[config.mk]
export PLATFORM = sky130hd
export DESIGN_NAME = asym_decode_steer
export DESIGN_NICKNAME = d
export VERILOG_FILES = /design/src/rtl/steer_pkg.sv /design/src/rtl/steer_pick.sv /design/src/rtl/steer_seq.sv /design/src/rtl/steer_tag.sv /design/src/rtl/asym_decode_steer.sv
export SDC_FILE = /design/constraint.sdc
export NUM_CORES = 1
export LEC_CHECK = 0
export BUFFER_PORTS_ARGS = -buffer_cell sky130_fd_sc_hd__buf_4
export CAP_MARGIN = 5
export CORE_UTILIZATION = 45
export DETAILED_ROUTE_END_ITERATION = 12
export MAX_ROUTING_LAYER = met4
export PLACE_DENSITY = 0.78
export SLEW_MARGIN = 20
export SYNTH_ARGS = -nofsm -noshare
export SYNTH_HDL_FRONTEND = slang
export SYNTH_HIERARCHICAL = 1
export SYNTH_SLANG_ARGS = --single-unit
[constraint.sdc]
create_clock -name clk -period 5 [get_ports clk]
set_input_delay 0.5 -clock clk [delete_from_list [all_inputs] [get_ports clk]]
set_output_delay 0.5 -clock clk [all_outputs]
set_load 0.02 [all_outputs]
[src/rtl/steer_pkg.sv]
package steer_pkg;

  localparam int STEER_SLOTS       = 3;
  localparam int STEER_GEN_MAX     = 4;
  localparam int STEER_FETCH_BYTES = 16;

  // an entry a simple slot may take
  function automatic bit simple_ok(input int n_uops, input bit mem);
    return (n_uops == 1) && !mem;
  endfunction

  // micro-ops the sequencer releases in one cycle
  function automatic int seq_chunk(input int remaining, input int cap);
    return (remaining > cap) ? cap : remaining;
  endfunction

endpackage

[src/rtl/steer_pick.sv]
module steer_pick
  import steer_pkg::*;
#(
  parameter int SLOTS       = STEER_SLOTS,
  parameter int CNTW        = 5,
  parameter int LENW        = 4,
  parameter int GEN_MAX     = STEER_GEN_MAX,
  parameter int FETCH_BYTES = STEER_FETCH_BYTES,
  parameter int CW          = $clog2(SLOTS + 1),
  parameter int GW          = $clog2(GEN_MAX + 1)
) (
  input  logic                    en,
  input  logic [SLOTS-1:0]        in_valid,
  input  logic [SLOTS*CNTW-1:0]   in_uops,
  input  logic [SLOTS-1:0]        in_mem,
  input  logic [SLOTS*LENW-1:0]   in_len,
  output logic [SLOTS-1:0]        take,
  output logic                    head_long,
  output logic [GW-1:0]           gen_uops,
  output logic [CW-1:0]           n_take
);

  localparam int ACCW = LENW + $clog2(SLOTS) + 1;

  always_comb begin
    logic [ACCW-1:0] bytes_run;
    logic            chain;
    take      = '0;
    head_long = int'(in_uops[CNTW-1:0]) > GEN_MAX;
    bytes_run = ACCW'(in_len[LENW-1:0]);
    chain     = en && in_valid[0];
    take[0]   = chain;
    chain     = chain && !head_long;
    for (int k = 1; k < SLOTS; k++) begin
      bytes_run = bytes_run + ACCW'(in_len[k*LENW +: LENW]);
      chain = chain && in_valid[k]
           && simple_ok(int'(in_uops[k*CNTW +: CNTW]), in_mem[k])
           && (int'(bytes_run) <= FETCH_BYTES);
      take[k] = chain;
    end
  end

  always_comb begin
    n_take = '0;
    for (int k = 0; k < SLOTS; k++) n_take = n_take + CW'(take[k]);
  end

  always_comb begin
    if (!take[0])      gen_uops = '0;
    else if (head_long) gen_uops = GW'(GEN_MAX);
    else               gen_uops = in_uops[GW-1:0];
  end

endmodule

[src/rtl/steer_seq.sv]
module steer_seq
  import steer_pkg::*;
#(
  parameter int CNTW    = 5,
  parameter int GEN_MAX = STEER_GEN_MAX,
  parameter int GW      = $clog2(GEN_MAX + 1)
) (
  input  logic            clk,
  input  logic            rst,
  input  logic            load,
  input  logic [CNTW-1:0] load_cnt,
  output logic            busy,
  output logic [GW-1:0]   emit
);

  logic [CNTW-1:0] remaining;

  assign busy = !rst && (remaining != '0);
  assign emit = busy ? GW'(seq_chunk(int'(remaining), GEN_MAX)) : '0;

  always_ff @(posedge clk) begin
    if (rst)       remaining <= '0;
    else if (busy) remaining <= remaining - CNTW'(emit);
    else if (load) remaining <= load_cnt - CNTW'(GEN_MAX);
  end

endmodule

[src/rtl/steer_tag.sv]
module steer_tag #(
  parameter int SLOTS = 3,
  parameter int IDW   = 8,
  parameter int CW    = $clog2(SLOTS + 1)
) (
  input  logic                 clk,
  input  logic                 rst,
  input  logic [SLOTS-1:0]     take,
  input  logic [CW-1:0]        n_take,
  output logic [SLOTS*IDW-1:0] tags
);

  logic [IDW-1:0] base;

  always_ff @(posedge clk) begin
    if (rst) base <= '0;
    else     base <= base + IDW'(n_take);
  end

  for (genvar k = 0; k < SLOTS; k++) begin : g_tag
    assign tags[k*IDW +: IDW] = take[k] ? base + IDW'(k) : '0;
  end

endmodule

[src/rtl/asym_decode_steer.sv]
module asym_decode_steer
  import steer_pkg::*;
#(
  parameter int SLOTS       = STEER_SLOTS,
  parameter int CNTW        = 5,
  parameter int LENW        = 4,
  parameter int IDW         = 8,
  parameter int GEN_MAX     = STEER_GEN_MAX,
  parameter int FETCH_BYTES = STEER_FETCH_BYTES,
  localparam int CW         = $clog2(SLOTS + 1),
  localparam int GW         = $clog2(GEN_MAX + 1),
  localparam int OUTW       = $clog2(GEN_MAX + SLOTS)
) (
  input  logic                  clk,
  input  logic                  rst,
  input  logic [SLOTS-1:0]      in_valid,
  input  logic [SLOTS*CNTW-1:0] in_uops,
  input  logic [SLOTS-1:0]      in_mem,
  input  logic [SLOTS*LENW-1:0] in_len,
  output logic [SLOTS-1:0]      slot_valid,
  output logic [SLOTS*IDW-1:0]  slot_tag,
  output logic [OUTW-1:0]       uops_out,
  output logic [CW-1:0]         consumed,
  output logic                  seq_busy
);

  // named internal events, visible to the checker
  logic [SLOTS-1:0] take;
  logic             head_long;
  logic [GW-1:0]    gen_uops;
  logic [GW-1:0]    seq_emit;
  logic [CW-1:0]    n_take;
  logic             pick_en;
  logic             seq_load;

  assign pick_en  = !rst && !seq_busy;
  assign seq_load = take[0] && head_long;

  steer_pick #(
    .SLOTS(SLOTS), .CNTW(CNTW), .LENW(LENW),
    .GEN_MAX(GEN_MAX), .FETCH_BYTES(FETCH_BYTES), .CW(CW), .GW(GW)
  ) u_pick (
    .en(pick_en), .in_valid(in_valid), .in_uops(in_uops), .in_mem(in_mem),
    .in_len(in_len), .take(take), .head_long(head_long),
    .gen_uops(gen_uops), .n_take(n_take)
  );

  steer_seq #(.CNTW(CNTW), .GEN_MAX(GEN_MAX), .GW(GW)) u_seq (
    .clk(clk), .rst(rst), .load(seq_load), .load_cnt(in_uops[CNTW-1:0]),
    .busy(seq_busy), .emit(seq_emit)
  );

  steer_tag #(.SLOTS(SLOTS), .IDW(IDW), .CW(CW)) u_tag (
    .clk(clk), .rst(rst), .take(take), .n_take(n_take), .tags(slot_tag)
  );

  assign slot_valid = take;
  assign consumed   = n_take;
  // simple slots add one micro-op each: every taken slot beyond slot 0
  assign uops_out   = OUTW'(gen_uops) + OUTW'(seq_emit)
                    + (take[0] ? OUTW'(n_take) - OUTW'(1) : '0);

endmodule

==> metrics.txt, run 1 <==
Register Area 260 um^2; maximum operating frequency 194 MHz; wire per inst 12.2 um; Final HPWL DP 3340 um; RSZ-0062 raised after global routing true; Clock power frac 14.1%; sequential share of the synthesized area 15.2%; 1st-pass router iterations 4; Critical Path Sink Type output pin; P_sw 0.000268 W; violated checks setup timing; Overall Power 0.000657 W; crit path DAT 4.65 ns; area of the mapped netlist 1710 um^2; Core ar. 3660 um^2; total of max-cap violations 0; Final WS setup -0.154 ns; grt met1 use 24.7%; reg2reg start u_seq/remaining[2]$_SDFFE_PP0P_; die span in x 63.6 um; multi-input logic area 1390 um^2; # DRC 0; Clock Path Buffers 2; IO buf count 66; Worst Setup SP in_len[0]; fill cell count 329; reg-to-reg slack, setup 1.19 ns; crit path time final 5.15 ns; met3 usage 3.44%; row cnt 22; vias in the first global route 1629; Post-synth top flop dfxtp_1; Sinks on Clock Net 13; Placed Area 2340 um^2; total gr overflow 0; Warnings, synthesis 6; CP Launch Type primary input; Antenna Cells 0; final period utilization 103%; Initial DRC Count 69; first-pass GRT wire length 6840 um; CP delay by family, top adder cells; post-route setup TNS -0.154 ns; final hold viol count 0; NumNets Final 353; hold path start u_tag/base[7]$_SDFF_PP0_; FFs w/ async S/R, synth 0%; Netlist cell types 45; leakage 1.11 nW; Most Crowded Layer GR met2; Setup Skew 0.000589 ns; final core utilization 66.8%; switching share of power 40.8%; post-route ant nets 0; Synth-to-Final Area Change 43.1%; Vias 1781; die area 4050 um^2; Syn Nets 279; Hold WC Path Type reg2reg; critical path's slowest cell fa_1; worst-path cell chain buf_6, ha_4, inv_2, fa_2, xnor2_4, ha_1, nand3_1, nand2_1, xor2_1, nor4b_2, o2111ai_1, fa_1, inv_2, inv_2, ha_4, nand2b_4, fa_1, inv_1, ha_2, xor2_1, xnor3_2, buf_6; Starting Density 46.7%; CTS Buf Count 3; Least-Margin Pin Slew 0.423 ns; CTS tree built; Flop pwr share 22.5%; Slew HR 71.6%; combinational fraction of design power 63.4%; Clk pin slew, worst setup/hold paths 0.05 ns; worst path buffer plus inverter count 6; Crit path top cell by count inv_2; Final Max Tran Viols 0; status complete, but fails checks; GR Util met2 37.9%; Total GRT Usage 21.5%; Post-Synthesis Cells 218; pin count of the biggest net entering global routing 19; syn_area_per_cell 7.84 um^2; Critical Path RT 4.50 ns; crit path kind in2out; PwrDens 268 nW/um^2; H-Tree Depth 1; Pint 0.000389 W; CP peak stage delay 0.53 ns; final wirelength 4140 um; die height 63.6 um; initial antenna violation count 0; #FFs+latches synth 13; Setup-failing EPs final 1; routability cong. 0.795; Worst-Skew Late Latency 0.24 ns; vias per cell 5.25; worst slack, placed -0.254 ns; Post-synth EDFFs 0; VDD IR max 0.298 mV; share of layout cells above drive strength 1 34.7%; CP max FO 3; final instance area 2450 um^2; I/O pin cnt 68; Root Driver clkbuf_8
[worst reg2reg max path: stages (launching register included)]
cell and delay, ns:
dfxtp_1 0.34, nor3_1 0.29, a21o_1 0.31, inv_1 0.11, nor2_1 0.11, nand2_1 0.14
inv_1 0.10, nand4_1 0.14, nor2_1 0.21, o2111ai_1 0.16, fa_1 0.48, inv_2 0.08
buf_4 0.11, ha_1 0.16, inv_1 0.06, fa_1 0.43, or3_1 0.37, a21oi_1 0.13
[layer usage]
layer,vias to the layer above,part of all wire [%]
met4,0,1.2
li1,896,-
met2,53,51
met3,8,5.4
met1,824,43
met5,-,0
[synth_stat cells (3+ instances only)]
master     n  area [um^2]
a21o_1     3         22.5
a21oi_1   14         70.1
and2_1    12         75.1
buf_2      4         20.0
dfxtp_1   13          260
fa_1       7          140
ha_1      19          238
inv_1     30          113
nand2_1   11         41.3
nand2b_1   3         18.8
nand3_1    4         20.0
nand4_1    3         18.8
nor2_1    17         63.8
nor2b_1    5         31.3
nor3_1     4         20.0
o21ai_0   11         55.1
or3_1      5         31.3
or3_2      3         22.5
or4_1      3         22.5
xnor2_1    7         61.3
xor2_1    10         87.6
[registers in the layout, indices dropped and copies added (netlist names)]
name and count:
u_tag/base 8, u_seq/remaining 5
[layout by cell type, fill, tap and decap left out, drive strengths merged, types with 2 or more instances in the layout]
| cell | instances |
|---|---|
| nand4 | 3 |
| buf | 75 |
| and3 | 2 |
| nor2 | 17 |
| nand2b | 3 |
| xor2 | 10 |
| nor3 | 4 |
| clkbuf | 4 |
| fa | 7 |
| o31ai | 2 |
| xnor2 | 7 |
| and2 | 13 |
| a21oi | 15 |
| a21o | 3 |
| or3 | 8 |
| o21a | 2 |
| a31oi | 2 |
| nand3b | 2 |
| dfxtp | 13 |
| nand2 | 11 |
| o21ai | 11 |
| nor2b | 5 |
| ha | 19 |
| nand3 | 4 |
| or4 | 3 |
| inv | 30 |
| nor4b | 2 |
[cell type report]
type                            instances  share of cell area (%)
Multi-Input combinational cell        169                    57.0
Timing Repair Buffer                   75                    23.5
Sequential cell                        13                    10.6
Inverter                               30                    4.60
Tap cell                               48                    2.46
Clock buffer                            4                    1.84
[cell families after synthesis]
group	Yosys count	synth area share [%]
AND/OR/NAND/NOR	82	26.7
AO/OA/AOI/OAI	41	15.8
buffers and inverters	36	8.86
adder cells (fa/ha/maj)	26	22.1
XOR/XNOR	18	10.0
flip-flops	13	15.2
multiplexers	2	1.24
[stage by stage]
step | cells | hold WS [ns]
after floorplan | 218 | 0.485
after CTS | 339 | 0.541
after detailed placement | 334 | 0.532
after global placement | 334 | 0.514
after global routing | 339 | 0.567
final | 339 | 0.553
[power by group through the flow]
| stage | registers [W] | clock network [W] | logic [W] |
|---|---|---|---|
| detailed placement | 0.000149 | 0 | 0.000394 |
| floorplan | 0.000141 | 0 | 0.000290 |
| global placement | 0.000148 | 0 | 0.000384 |
| CTS | 0.000147 | 0.0000968 | 0.000405 |
| finish | 0.000148 | 0.0000925 | 0.000416 |
| global route | 0.000150 | 0.000101 | 0.000454 |
[final timing paths]
check	to	depth (start not counted)
setup / recovery	uops_out[2]	22
hold reg to reg	u_tag/base[7]$_SDFF_PP0_	2
setup reg to reg	u_tag/base[6]$_SDFF_PP0_	17
hold / removal	u_tag/base[7]$_SDFF_PP0_	2
[what timing repair did]
item | CTS | global route
buffers inserted | 1 | 0
pin swaps | 1 | 1
endpoints found under the hold margin | 0 | 0
endpoints found under the setup margin | 1 | 2
resized for setup | 3 | 4
hold buffers | 0 | 0
No activity file was read; power rests on OpenSTA's default activity.
==> run 2, diff against run 1 <==
Settings changed: ABC_CLOCK_PERIOD_IN_PS set to 5000, PLACE_DENSITY 0.78 to 0.77, SYNTH_HIERARCHICAL 1 to unset.
==> metrics.txt, run 2 <==
Yosys top cell by area dfxtp_1; max reg flops 8; share of layout cells above drive strength 1 39.9%; multiplexer share of the synthesized area 0.565%; Post-Synth XOR/XNOR Area 12.8%; Core ar. 3720 um^2; 1st-pass router iterations 4; NumNets Final 365; Post-synth top flop dfxtp_1; pin count of the biggest net entering global routing 16; row cnt 22; Metal-1 WL 1900 um; Clk pin slew, worst setup/hold paths 0.06 ns; crit path kind in2out; P_sw 0.000234 W; Total GRT Usage 22.1%; die area 4200 um^2; Initial DRC Count 54; violated checks setup timing; Post-synth EDFFs 0; post-synthesis adder-cell area fraction 21.3%; #FFs+latches synth 13; leakage 1.21 nW; met3 routed WL 141 um; PwrDens 218 nW/um^2; top cell type's share of synthesized area 14.7%; Flop pwr share 22.9%; most flop-heavy register u_tag.base; combinational fraction of design power 60.9%; IO buf count 66; initial antenna violation count 0; post-route setup TNS -0.442 ns; most frequent cell after synthesis nor2_1; # DRC 0; final hold viol count 0; Setup Skew 0.00343 ns; compound-cell area share of the yosys netlist 16.5%; Final WS setup -0.442 ns; RSZ-0062 raised after global routing true; Final HPWL DP 3550 um; FFs w/ async S/R, synth 0%; largest family of logic cells by synthesized area simple AND/OR/NAND/NOR gates; vias in the first global route 1732; Slew HR 71.8%; VDD IR max 0.206 mV; Post-Synthesis Cells 221; Sinks on Clock Net 13; Warnings, synthesis 0; crit path DAT 4.94 ns; largest registers u_tag.base: 8 flops, u_seq.remaining: 5 flops; switching share of power 40.6%; Hold WC Path Type in2reg; Netlist cell types 47; syn_area_per_cell 8.02 um^2; final wirelength 4280 um; met2 wire length 2230 um; total of max-cap violations 0; top cells by area, synth dfxtp_1 15%, ha_1 13%, fa_1 7.9%, xor2_1 6.9%, nor2_1 5.9%; WHS Path Cells 3; Post-Synth Simple-Gate Area 27.6%; die span in x 64.8 um; Syn Nets 282; Worst-Skew Late Latency 0.24 ns; Final Max Tran Viols 0; CP Launch Type primary input; sequential share of the synthesized area 14.7%; Commonest cells post-synth 28 x nor2_1, 22 x inv_1, 19 x ha_1; Root Driver clkbuf_8; worst slack, placed -0.493 ns; CP max FO 3; Pint 0.000342 W; Synth-to-Final Area Change 49.0%; Vias 1810; Clock power frac 16.2%; CTS tree built; Antenna Cells 0; I/O pin cnt 68; vias per cell 5.16; Critical Path RT 4.50 ns; Worst Reg2Reg Path Length in Cells 13; H-Tree Depth 1; post-route ant nets 0; routability cong. 0.800; Least-Margin Pin Slew 0.423 ns; total gr overflow 0; Starting Density 47.7%; commonest cells after routing, fill and taps aside 83 x buf_4, 28 x nor2_1, 18 x inv_1; uppermost routed layer met4; Clock Path Buffers 2; CTS Buf Count 3; crit path time final 5.44 ns; final period utilization 109%; die height 64.8 um; first-pass GRT wire length 7380 um; area of the mapped netlist 1770 um^2; maximum operating frequency 184 MHz; status complete, but fails checks; Critical Path Sink Type output pin; commonest non-fill, non-tap cell in the layout buf_4; Setup-failing EPs final 1; wire per inst 12.2 um
run 2: final cells by class:
cell class | count | area [um^2]
Fill cell | 293 | 1070
Sequential cell | 13 | 260
Inverter | 22 | 82.6
Tap cell | 48 | 60.1
Clock inverter | 1 | 5.00
Clock buffer | 3 | 41.3
Multi-Input combinational cell | 178 | 1540
Timing Repair Buffer | 86 | 657
run 2: logic make-up (layout without fill, tap and decap cells):
family                   count (synthesis)  in the layout
multiplexers                             1              1
flip-flops                              13             13
XOR/XNOR                                26             26
AND/OR/NAND/NOR                         91             91
AO/OA/AOI/OAI                           34             34
buffers and inverters                   30            112
adder cells (fa/ha/maj)                 26             26
run 2: path summary, 6_finish.rpt:
check	to	from	slack [ns]
setup reg to reg	u_tag.base[4]$_SDFF_PP0_	u_seq.remaining[4]$_SDFFE_PP0P_	1.70
hold reg to reg	u_seq.remaining[4]$_SDFFE_PP0P_	u_seq.remaining[4]$_SDFFE_PP0P_	0.55
hold / removal	u_seq.remaining[0]$_SDFFE_PP0P_	in_uops[0]	0.49
setup / recovery	uops_out[2]	in_len[0]	-0.44
run 2: power groups by stage:
stage | Sequential [W] | Combinational [W] | Clock (W)
after CTS | 0.000132 | 0.000349 | 0.0000928
after detailed placement | 0.000134 | 0.000334 | 0
after floorplan | 0.000129 | 0.000227 | 0
final | 0.000132 | 0.000351 | 0.0000931
after global routing | 0.000136 | 0.000384 | 0.000103
after global placement | 0.000134 | 0.000327 | 0
run 2: what timing repair did:
item,4_1_cts,5_1_grt
hold buffers,0,0
hold endpoints to repair,0,0
setup endpoints to repair,2,2
setup buffers,1,1
gates resized for setup,6,2
run 2: stage by stage:
step / hold WS (ns) / total power [W] / instances / util [%] / instance area, um^2
finish: 0.492 / 0.000576 / 351 / 71.1 / 2640
global route: 0.493 / 0.000622 / 351 / 71.1 / 2640
CTS: 0.492 / 0.000573 / 350 / 70.7 / 2630
detailed placement: 0.542 / 0.000468 / 345 / 68.5 / 2550
global placement: 0.524 / 0.000460 / 345 / 68.5 / 2550
floorplan: 0.501 / 0.000357 / 221 / - / 1890
run 2: worst max-delay path, cell delays in order:
cell and delay, ns:
buf_6 0.08, ha_4 0.13, inv_2 0.04, fa_2 0.38, xor2_2 0.22, inv_2 0.09
ha_4 0.27, and3_4 0.19, a211oi_4 0.05, nor4b_2 0.30, o21ai_2 0.11, a211o_1 0.31
fa_1 0.47, ha_1 0.31, nand2b_4 0.14, fa_1 0.50, inv_2 0.05, ha_4 0.15
xor2_1 0.14, xnor2_1 0.23, xnor2_2 0.14, buf_4 0.15
run 2: metal layers:
metal / global-route usage (%) / vias up
li1: - / 919
met3: 1.58 / 2
met2: 42.2 / 41
met1: 25.5 / 848
met5: - / -
met4: 2.78 / 0
